==> src/rtl/pfc_pkg.sv <==
package pfc_pkg;

    typedef enum logic {
        ST_IDLE = 1'b0,
        ST_MEM  = 1'b1
    } pfc_state_e;

    // Bit positions shared by ctl_wdata and ctl_status
    localparam int CTL_CLR = 0;
    localparam int CTL_ENA = 1;
    localparam int CTL_FRZ = 2;

endpackage

==> src/rtl/pfc_ctrl_bits.sv <==
module pfc_ctrl_bits
    import pfc_pkg::*;
(
    input  logic       clk,
    input  logic       rst_n,
    input  logic       wr_en,
    input  logic [2:0] wr_data,
    output logic       ena,
    output logic       frz,
    output logic       clr_pulse,
    output logic [2:0] status
);

    typedef struct packed {
        logic ena;
        logic frz;
    } ctl_t;

    ctl_t d, q;

    always_comb begin
        d = q;
        if (wr_en) begin
            d.ena = wr_data[CTL_ENA];
            d.frz = wr_data[CTL_FRZ];
        end
    end

    always_ff @(posedge clk or negedge rst_n) begin
        if (!rst_n) q <= '0;
        else        q <= d;
    end

    // Clear acts for the single write cycle only; nothing stores it
    assign clr_pulse = wr_en & wr_data[CTL_CLR];
    assign ena       = q.ena;
    assign frz       = q.frz;

    always_comb begin
        status          = '0;
        status[CTL_ENA] = q.ena;
        status[CTL_FRZ] = q.frz;
    end

endmodule

==> src/rtl/pfc_tag_lru.sv <==
module pfc_tag_lru #(
    parameter int TAG_W = 5,
    parameter int OFF_W = 5,
    parameter int NSEG  = 2,
    parameter int SEG_W = 1
) (
    input  logic             clk,
    input  logic             rst_n,
    input  logic [TAG_W-1:0] lk_tag,
    input  logic [OFF_W-1:0] lk_off,
    output logic             hit,
    output logic             match,
    output logic [SEG_W-1:0] match_seg,
    output logic [SEG_W-1:0] victim_seg,
    input  logic             clr,
    input  logic             touch_en,
    input  logic [SEG_W-1:0] touch_seg,
    input  logic             fill_en,
    input  logic             alloc_en,
    input  logic [SEG_W-1:0] fill_seg,
    input  logic [OFF_W-1:0] fill_off,
    input  logic [TAG_W-1:0] alloc_tag
);

    localparam int WORDS = 1 << OFF_W;

    typedef struct packed {
        logic [NSEG-1:0][TAG_W-1:0] tag;
        logic [NSEG-1:0][WORDS-1:0] vld;
        logic [NSEG-1:0][SEG_W-1:0] rank;
    } tstate_t;

    tstate_t d, q;

    // Lookup: lowest matching segment wins; victim holds the oldest rank
    always_comb begin
        match      = 1'b0;
        match_seg  = '0;
        victim_seg = '0;
        for (int s = NSEG - 1; s >= 0; s--) begin
            if (q.tag[s] == lk_tag) begin
                match     = 1'b1;
                match_seg = SEG_W'(s);
            end
            if (q.rank[s] == SEG_W'(NSEG - 1)) victim_seg = SEG_W'(s);
        end
        hit = match && q.vld[match_seg][lk_off];
    end

    always_comb begin
        d = q;
        if (fill_en) begin
            if (alloc_en) begin
                d.tag[fill_seg] = alloc_tag;
                d.vld[fill_seg] = '0;
            end
            d.vld[fill_seg][fill_off] = 1'b1;
        end
        if (touch_en) begin
            for (int s = 0; s < NSEG; s++) begin
                if (q.rank[s] < q.rank[touch_seg]) d.rank[s] = q.rank[s] + 1'b1;
            end
            d.rank[touch_seg] = '0;
        end
        if (clr) d.vld = '0;
    end

    always_ff @(posedge clk or negedge rst_n) begin
        if (!rst_n) begin
            q.tag <= '0;
            q.vld <= '0;
            for (int s = 0; s < NSEG; s++) q.rank[s] <= SEG_W'(s);
        end else begin
            q <= d;
        end
    end


    clear_empties_chk: assert property (@(posedge clk) disable iff (!rst_n)
        clr |=> (q.vld == '0));


    touched_is_mru_chk: assert property (@(posedge clk) disable iff (!rst_n)
        touch_en |=> (q.rank[$past(touch_seg)] == '0));


    alloc_one_word_chk: assert property (@(posedge clk) disable iff (!rst_n)
        (fill_en && alloc_en && !clr) |=> ($countones(q.vld[$past(fill_seg)]) == 1));

endmodule

==> src/rtl/pfc_data_ram.sv <==
module pfc_data_ram #(
    parameter int DW    = 32,
    parameter int OFF_W = 5,
    parameter int NSEG  = 2,
    parameter int SEG_W = 1
) (
    input  logic             clk,
    input  logic [SEG_W-1:0] rd_seg,
    input  logic [OFF_W-1:0] rd_off,
    output logic [DW-1:0]    rd_data,
    input  logic             wr_en,
    input  logic [SEG_W-1:0] wr_seg,
    input  logic [OFF_W-1:0] wr_off,
    input  logic [DW-1:0]    wr_data
);

    localparam int WORDS = 1 << OFF_W;

    logic [DW-1:0] ram_q [NSEG][WORDS];

    assign rd_data = ram_q[rd_seg][rd_off];

    always_ff @(posedge clk) begin
        if (wr_en) ram_q[wr_seg][wr_off] <= wr_data;
    end

endmodule

==> src/rtl/prog_fetch_cache.sv <==
module prog_fetch_cache
    import pfc_pkg::*;
#(
    parameter int AW        = 10,
    parameter int DW        = 32,
    parameter int OFF_W     = 5,
    parameter int NSEG      = 2,
    parameter int INT_WORDS = 64
) (
    input  logic          clk,
    input  logic          rst_n,
    input  logic          ctl_we,
    input  logic [2:0]    ctl_wdata,
    output logic [2:0]    ctl_status,
    input  logic          req_valid,
    output logic          req_ready,
    input  logic          req_prog,
    input  logic          req_we,
    input  logic [AW-1:0] req_addr,
    input  logic [DW-1:0] req_wdata,
    output logic          rsp_valid,
    output logic [DW-1:0] rsp_rdata,
    output logic          rsp_hit,
    output logic          rsp_miss,
    output logic          mem_req,
    output logic          mem_we,
    output logic [AW-1:0] mem_addr,
    output logic [DW-1:0] mem_wdata,
    input  logic [DW-1:0] mem_rdata,
    input  logic          mem_ready
);

    localparam int            TAG_W   = AW - OFF_W;
    localparam int            SEG_W   = (NSEG > 1) ? $clog2(NSEG) : 1;
    localparam logic [AW-1:0] INT_LIM = AW'(INT_WORDS);

    typedef struct packed {
        pfc_state_e    st;
        logic [AW-1:0] addr;
        logic          we;
        logic [DW-1:0] wdata;
        logic          look;
        logic          rv;
        logic [DW-1:0] rdat;
        logic          rhit;
        logic          rmiss;
    } top_t;

    top_t d, q;

    logic             ena, frz, clr_pulse;
    logic [AW-1:0]    lk_addr;
    logic             hit, match;
    logic [SEG_W-1:0] match_seg, victim_seg;
    logic             touch_en, fill_en, alloc_en;
    logic [SEG_W-1:0] touch_seg, fill_seg;
    logic [DW-1:0]    ram_rd;
    logic             cacheable, lookup, accept, done;

    pfc_ctrl_bits u_ctl (
        .clk       (clk),
        .rst_n     (rst_n),
        .wr_en     (ctl_we),
        .wr_data   (ctl_wdata),
        .ena       (ena),
        .frz       (frz),
        .clr_pulse (clr_pulse),
        .status    (ctl_status)
    );

    // Idle: look up the incoming address; busy: the held miss address
    assign lk_addr = (q.st == ST_IDLE) ? req_addr : q.addr;

    pfc_tag_lru #(.TAG_W(TAG_W), .OFF_W(OFF_W), .NSEG(NSEG), .SEG_W(SEG_W)) u_tags (
        .clk        (clk),
        .rst_n      (rst_n),
        .lk_tag     (lk_addr[AW-1:OFF_W]),
        .lk_off     (lk_addr[OFF_W-1:0]),
        .hit        (hit),
        .match      (match),
        .match_seg  (match_seg),
        .victim_seg (victim_seg),
        .clr        (clr_pulse),
        .touch_en   (touch_en),
        .touch_seg  (touch_seg),
        .fill_en    (fill_en),
        .alloc_en   (alloc_en),
        .fill_seg   (fill_seg),
        .fill_off   (q.addr[OFF_W-1:0]),
        .alloc_tag  (q.addr[AW-1:OFF_W])
    );

    pfc_data_ram #(.DW(DW), .OFF_W(OFF_W), .NSEG(NSEG), .SEG_W(SEG_W)) u_ram (
        .clk     (clk),
        .rd_seg  (match_seg),
        .rd_off  (req_addr[OFF_W-1:0]),
        .rd_data (ram_rd),
        .wr_en   (fill_en),
        .wr_seg  (fill_seg),
        .wr_off  (q.addr[OFF_W-1:0]),
        .wr_data (mem_rdata)
    );

    assign cacheable = req_prog && (req_addr >= INT_LIM);
    assign lookup    = cacheable && ena;
    assign accept    = req_valid && (q.st == ST_IDLE);
    assign done      = (q.st == ST_MEM) && mem_ready;

    always_comb begin
        d         = q;
        d.rv      = 1'b0;
        touch_en  = 1'b0;
        touch_seg = match_seg;
        fill_en   = 1'b0;
        alloc_en  = 1'b0;
        fill_seg  = match_seg;

        if (accept) begin
            if (lookup && hit) begin
                d.rv     = 1'b1;
                d.rdat   = ram_rd;
                d.rhit   = 1'b1;
                d.rmiss  = 1'b0;
                touch_en = !frz;
            end else begin
                d.st    = ST_MEM;
                d.addr  = req_addr;
                d.we    = req_we && !req_prog;
                d.wdata = req_wdata;
                d.look  = lookup;
            end
        end

        if (done) begin
            d.st    = ST_IDLE;
            d.rv    = 1'b1;
            d.rdat  = mem_rdata;
            d.rhit  = 1'b0;
            d.rmiss = q.look;
            if (q.look && ena && !frz) begin
                fill_en   = 1'b1;
                alloc_en  = !match;
                fill_seg  = match ? match_seg : victim_seg;
                touch_en  = 1'b1;
                touch_seg = fill_seg;
            end
        end
    end

    always_ff @(posedge clk or negedge rst_n) begin
        if (!rst_n) begin
            q    <= '0;
            q.st <= ST_IDLE;
        end else begin
            q <= d;
        end
    end

    assign req_ready = (q.st == ST_IDLE);
    assign rsp_valid = q.rv;
    assign rsp_rdata = q.rdat;
    assign rsp_hit   = q.rv && q.rhit;
    assign rsp_miss  = q.rv && q.rmiss;
    assign mem_req   = (q.st == ST_MEM);
    assign mem_we    = q.we;
    assign mem_addr  = q.addr;
    assign mem_wdata = q.wdata;


    mem_hold_chk: assert property (@(posedge clk) disable iff (!rst_n)
        (mem_req && !mem_ready) |=> (mem_req && $stable(mem_addr) && $stable(mem_we)));


    hit_miss_excl_chk: assert property (@(posedge clk) disable iff (!rst_n)
        rsp_valid |-> !(rsp_hit && rsp_miss));


    disabled_no_hit_chk: assert property (@(posedge clk) disable iff (!rst_n)
        (req_valid && req_ready && !ena) |=> !rsp_hit);


    data_write_flags_chk: assert property (@(posedge clk) disable iff (!rst_n)
        (mem_req && mem_ready && mem_we) |=> (rsp_valid && !rsp_hit && !rsp_miss));

endmodule

==> config.mk <==
export PLATFORM = sky130hd
export DESIGN_NAME = prog_fetch_cache
export DESIGN_NICKNAME = d
export VERILOG_FILES = /design/src/rtl/pfc_pkg.sv /design/src/rtl/pfc_ctrl_bits.sv /design/src/rtl/pfc_tag_lru.sv /design/src/rtl/pfc_data_ram.sv /design/src/rtl/prog_fetch_cache.sv
export SDC_FILE = /design/constraint.sdc
export NUM_CORES = 2
export LEC_CHECK = 0
export ABC_AREA = 1
export CORE_MARGIN = 5
export CORE_UTILIZATION = 42
export DETAILED_ROUTE_END_ITERATION = 8
export GPL_ROUTABILITY_DRIVEN = 0
export PLACE_DENSITY = 0.63
export SLEW_MARGIN = 15
export SYNTH_ARGS = -nofsm -noshare
export SYNTH_HDL_FRONTEND = slang
export SYNTH_SLANG_ARGS = --single-unit
==> constraint.sdc <==
create_clock -name clk -period 7 [get_ports clk]
set_clock_uncertainty 0.2 [all_clocks]
set_input_delay 0.7 -clock clk [delete_from_list [all_inputs] [get_ports clk]]
set_output_delay 0.7 -clock clk [all_outputs]
set_load 0.05 [all_outputs]
==> flow_metrics.env <==
export IMPL_antenna_found_initial=15
export IMPL_cp_end_kind="flip-flop"
export IMPL_grt_remaining_overflow=0
export IMPL_p_sw_share_pct=25.2
export IMPL_htree_num_levels=4
export IMPL_clk_latency_ns=0.86
export IMPL_initial_utilization_pct=42.3
export IMPL_setup_worst_path_class="reg -> reg"
export IMPL_routedWlPerCell_um=27.5
export IMPL_max_slew_margin_pct=23.2
export IMPL_vias=59008
export IMPL_fin_nets=6980
export IMPL_synth_area_mm2=0.0909
export IMPL_r2r_end="rsp_rdata[28]"
export IMPL_period_minus_slack_ns=5.38
export IMPL_yosysWarnings=0
export IMPL_cap_violations=0
export IMPL_die_area_mm2=0.226
export IMPL_ys_seq_area_share_pct=72.0
export IMPL_avgSynthCellArea_um2=13.1
export IMPL_syn_num_nets=7019
export IMPL_cts_path_max_buffers=3
export IMPL_grt_pass1_vias=57628
export IMPL_stdcell_area_mm2=0.102
export IMPL_fp_dieH_um=475
export IMPL_drt_iter0_drc=7637
export IMPL_path_clk_slew_ns=0.06
export IMPL_core_region_area_mm2=0.215
export IMPL_fin_crit_sh_pct=76.8
export IMPL_setup_violations=0
export IMPL_firstDrtPassIters=6
export IMPL_cts_sinks=2206
export IMPL_grt_pass1_wl_um=396000
export IMPL_startpoint="mem_req"
export IMPL_timing_setup_tns_ns=0
export IMPL_vias_per_cell=5.95
export IMPL_placed_cell_area_mm2=0.0952
export IMPL_final_util_pct=47.5
export IMPL_p_seq_share_pct=50.5
export IMPL_status="finished clean"
export IMPL_drt_wl_total_um=273000
export IMPL_combPwrFrac_pct=10.2
export IMPL_multiInputGateArea_mm2=0.0226
export IMPL_maxSlewViolCount=0
export IMPL_pwr_share_clk_pct=39.3
export IMPL_p_switching_mw=7.35
export IMPL_endpoint="rsp_rdata[28]"
export IMPL_p_leak_nw=32.5
export IMPL_worstPathMaxFanout=200
export IMPL_grt_start_max_net_pins=202
export IMPL_r2r_setup_slack_ns=1.62
export IMPL_required_ns=7.53
export IMPL_whs_ns=0.196
export IMPL_max_freq_ghz=0.186
export IMPL_clock_tree_root_cell="clkbuf_16"
export IMPL_synthCells=6935
export IMPL_layout_drive_gt1_share_pct=10.4
export IMPL_rsz0062_at_grt="false"
export IMPL_stdcell_count=9921
export IMPL_reg2regPathDepth=19
export IMPL_hold_viol_final=0
export IMPL_pin_count=167
export IMPL_peakVddDrop_mv=0.271
export IMPL_cts_buffers=213
export IMPL_antenna_left=0
export IMPL_hold_path_class="in -> reg"
export IMPL_cts_tree="done"
export IMPL_nFillCells=18471
export IMPL_placementRows=170
export IMPL_r2r_start="mem_req"
export IMPL_power_density_mw_per_mm2=286
export IMPL_drc=0
export IMPL_port_buffers=165
export IMPL_worstPathArrival_ns=5.91
export IMPL_die_width_um=475
export IMPL_track_usage_pct=23.7
export IMPL_yosysUniqueCellTypes=39
export IMPL_place_inst=9517
export IMPL_dp_hpwl_um=142000
export IMPL_area_delta_synth_final_pct=12.4
export IMPL_area_sequential_mm2=0.0655
export IMPL_tightest_slew_ns=1.15
export IMPL_synth_seq_cells=2206
export IMPL_internal_power_mw=21.8
export IMPL_crit_path_start_kind="flip-flop"
[power groups by stage]
stage               sequential (mW)  clock, mW  combinational (mW)
floorplan                      14.9          0                1.98
finish                         14.7       11.5                2.98
CTS                            14.7       11.6                2.96
detailed placement             15.0          0                2.95
global route                   14.7       12.2                3.19
global placement               15.0          0                2.92
[repair_timing]
action | CTS | global route
buffers inserted | 0 | 0
gates resized for setup | 0 | 0
hold buffers | 1 | 0
hold endpoints to repair | 97 | 0
[worst min-delay path by stage]
stage             startpoint       endpoint  slack (ns)  cells after the start
2_1_floorplan          rst_n    mem_addr[0]        0.20                      0
3_5_place_dp   mem_wdata[27]  mem_wdata[27]        0.26                      2
3_3_place_gp    mem_wdata[6]   mem_wdata[6]        0.26                      2
6_report       req_wdata[14]  mem_wdata[14]        0.20                      3
4_1_cts        req_wdata[21]  mem_wdata[21]        0.14                      3
5_1_grt        req_wdata[27]  mem_wdata[27]        0.18                      3
[registers in the layout, summed over array words and instances (netlist names)]
register / count
q: 3
mem_addr: 10
u_ctl.ena: 1
mem_wdata: 32
u_tags.q: 76
rsp_rdata: 32
mem_req: 1
u_ctl.frz: 1
mem_we: 1
rsp_valid: 1
u_ram.ram_q: 2048
[kinds of logic (layout without fill, tap and decap cells)]
logic type / count (synthesis) / in the layout / synth area share, %
compound gates: 975 / 975 / 7.72
xor+xnor: 1 / 1 / 0.00964
buf+inv: 737 / 880 / 3.64
flops: 2206 / 2206 / 72.0
mux: 1 / 1 / 0.0124
other cells: 1 / 6 / 0.00413
simple gates: 3014 / 3014 / 16.6
[worst max-delay path: stages (launching register included)]
cell      delay (ns)
dfrtp_1         0.36
buf_4           0.30
nand2_1         0.14
nand3_1         0.11
nand2_1         0.06
inv_1           0.06
nand3_1         0.13
nor2_4          0.76
nand2_8         0.25
buf_12          0.29
buf_12          0.37
or2_2           0.52
o211ai_1        0.10
nand3_1         0.11
nand3_1         0.12
nand3_1         0.28
nand3_1         0.29
nand2_1         0.10
nand2_1         0.08
nand3_1         0.08
[placed cells by master, fill, tap and decap left out, drive strengths merged, types with 6 or more instances in the layout]
cell,count
a21oi,6
nand4,12
o21ai,97
or2,775
nand2,742
nor2,122
edfxtp,2048
nand3,1327
o22ai,39
inv,155
clkinv,90
clkdlybuf4s50,127
clkbuf,275
o211ai,794
bufinv,21
nor4,25
dfrtp,157
nand3b,6
o21bai,13
o21a,26
buf,208
[routing by layer]
layer  track usage [%]  wire (um)
met1              33.0     110000
met2              37.3     127000
met3              4.19      25600
met4              8.84      10400
met5                 0         76
[cell usage after synthesis, drive strengths merged]
library cell  number  area [um^2]
o22ai             39          244
buf              260         1520
nor2             122          465
a21oi              6         30.0
clkinv             3         11.3
mux2               1         11.3
dfstp              1         26.3
inv              143          537
and2               2         12.5
nand3b             6         45.0
xnor2              1         8.76
o21bai            13         97.6
o21a              26          195
nand2            742         2800
or2              775         4850
nor3               2         10.0
nand3           1327         6650
conb               1         3.75
o211ai           794         5960
nor4              25          156
clkbuf           331         1250
nor3b              1         7.51
edfxtp          2048        61500
nand4             12         75.1
o21ai             97          489
dfrtp            157         3930
[layout make-up]
| type | instances | share of cell area (%) |
|---|---|---|
| antenna | 5 | 0.0123 |
| clock buffer | 274 | 5.54 |
| clock inverter | 123 | 1.21 |
| inverter | 146 | 0.567 |
| multi-input combinational | 3992 | 22.1 |
| sequential | 2206 | 64.1 |
| tap | 2838 | 3.48 |
| timing repair buffer | 337 | 2.98 |
[per-stage QoR]
step | power [mW] | worst slack [ns]
after floorplan | 16.9 | 0.950
after global placement | 17.9 | 1.44
after detailed placement | 18.0 | 1.39
after CTS | 29.3 | 1.86
after global routing | 30.1 | 1.35
final | 29.2 | 1.62
Power figures use the tool's default switching activity.
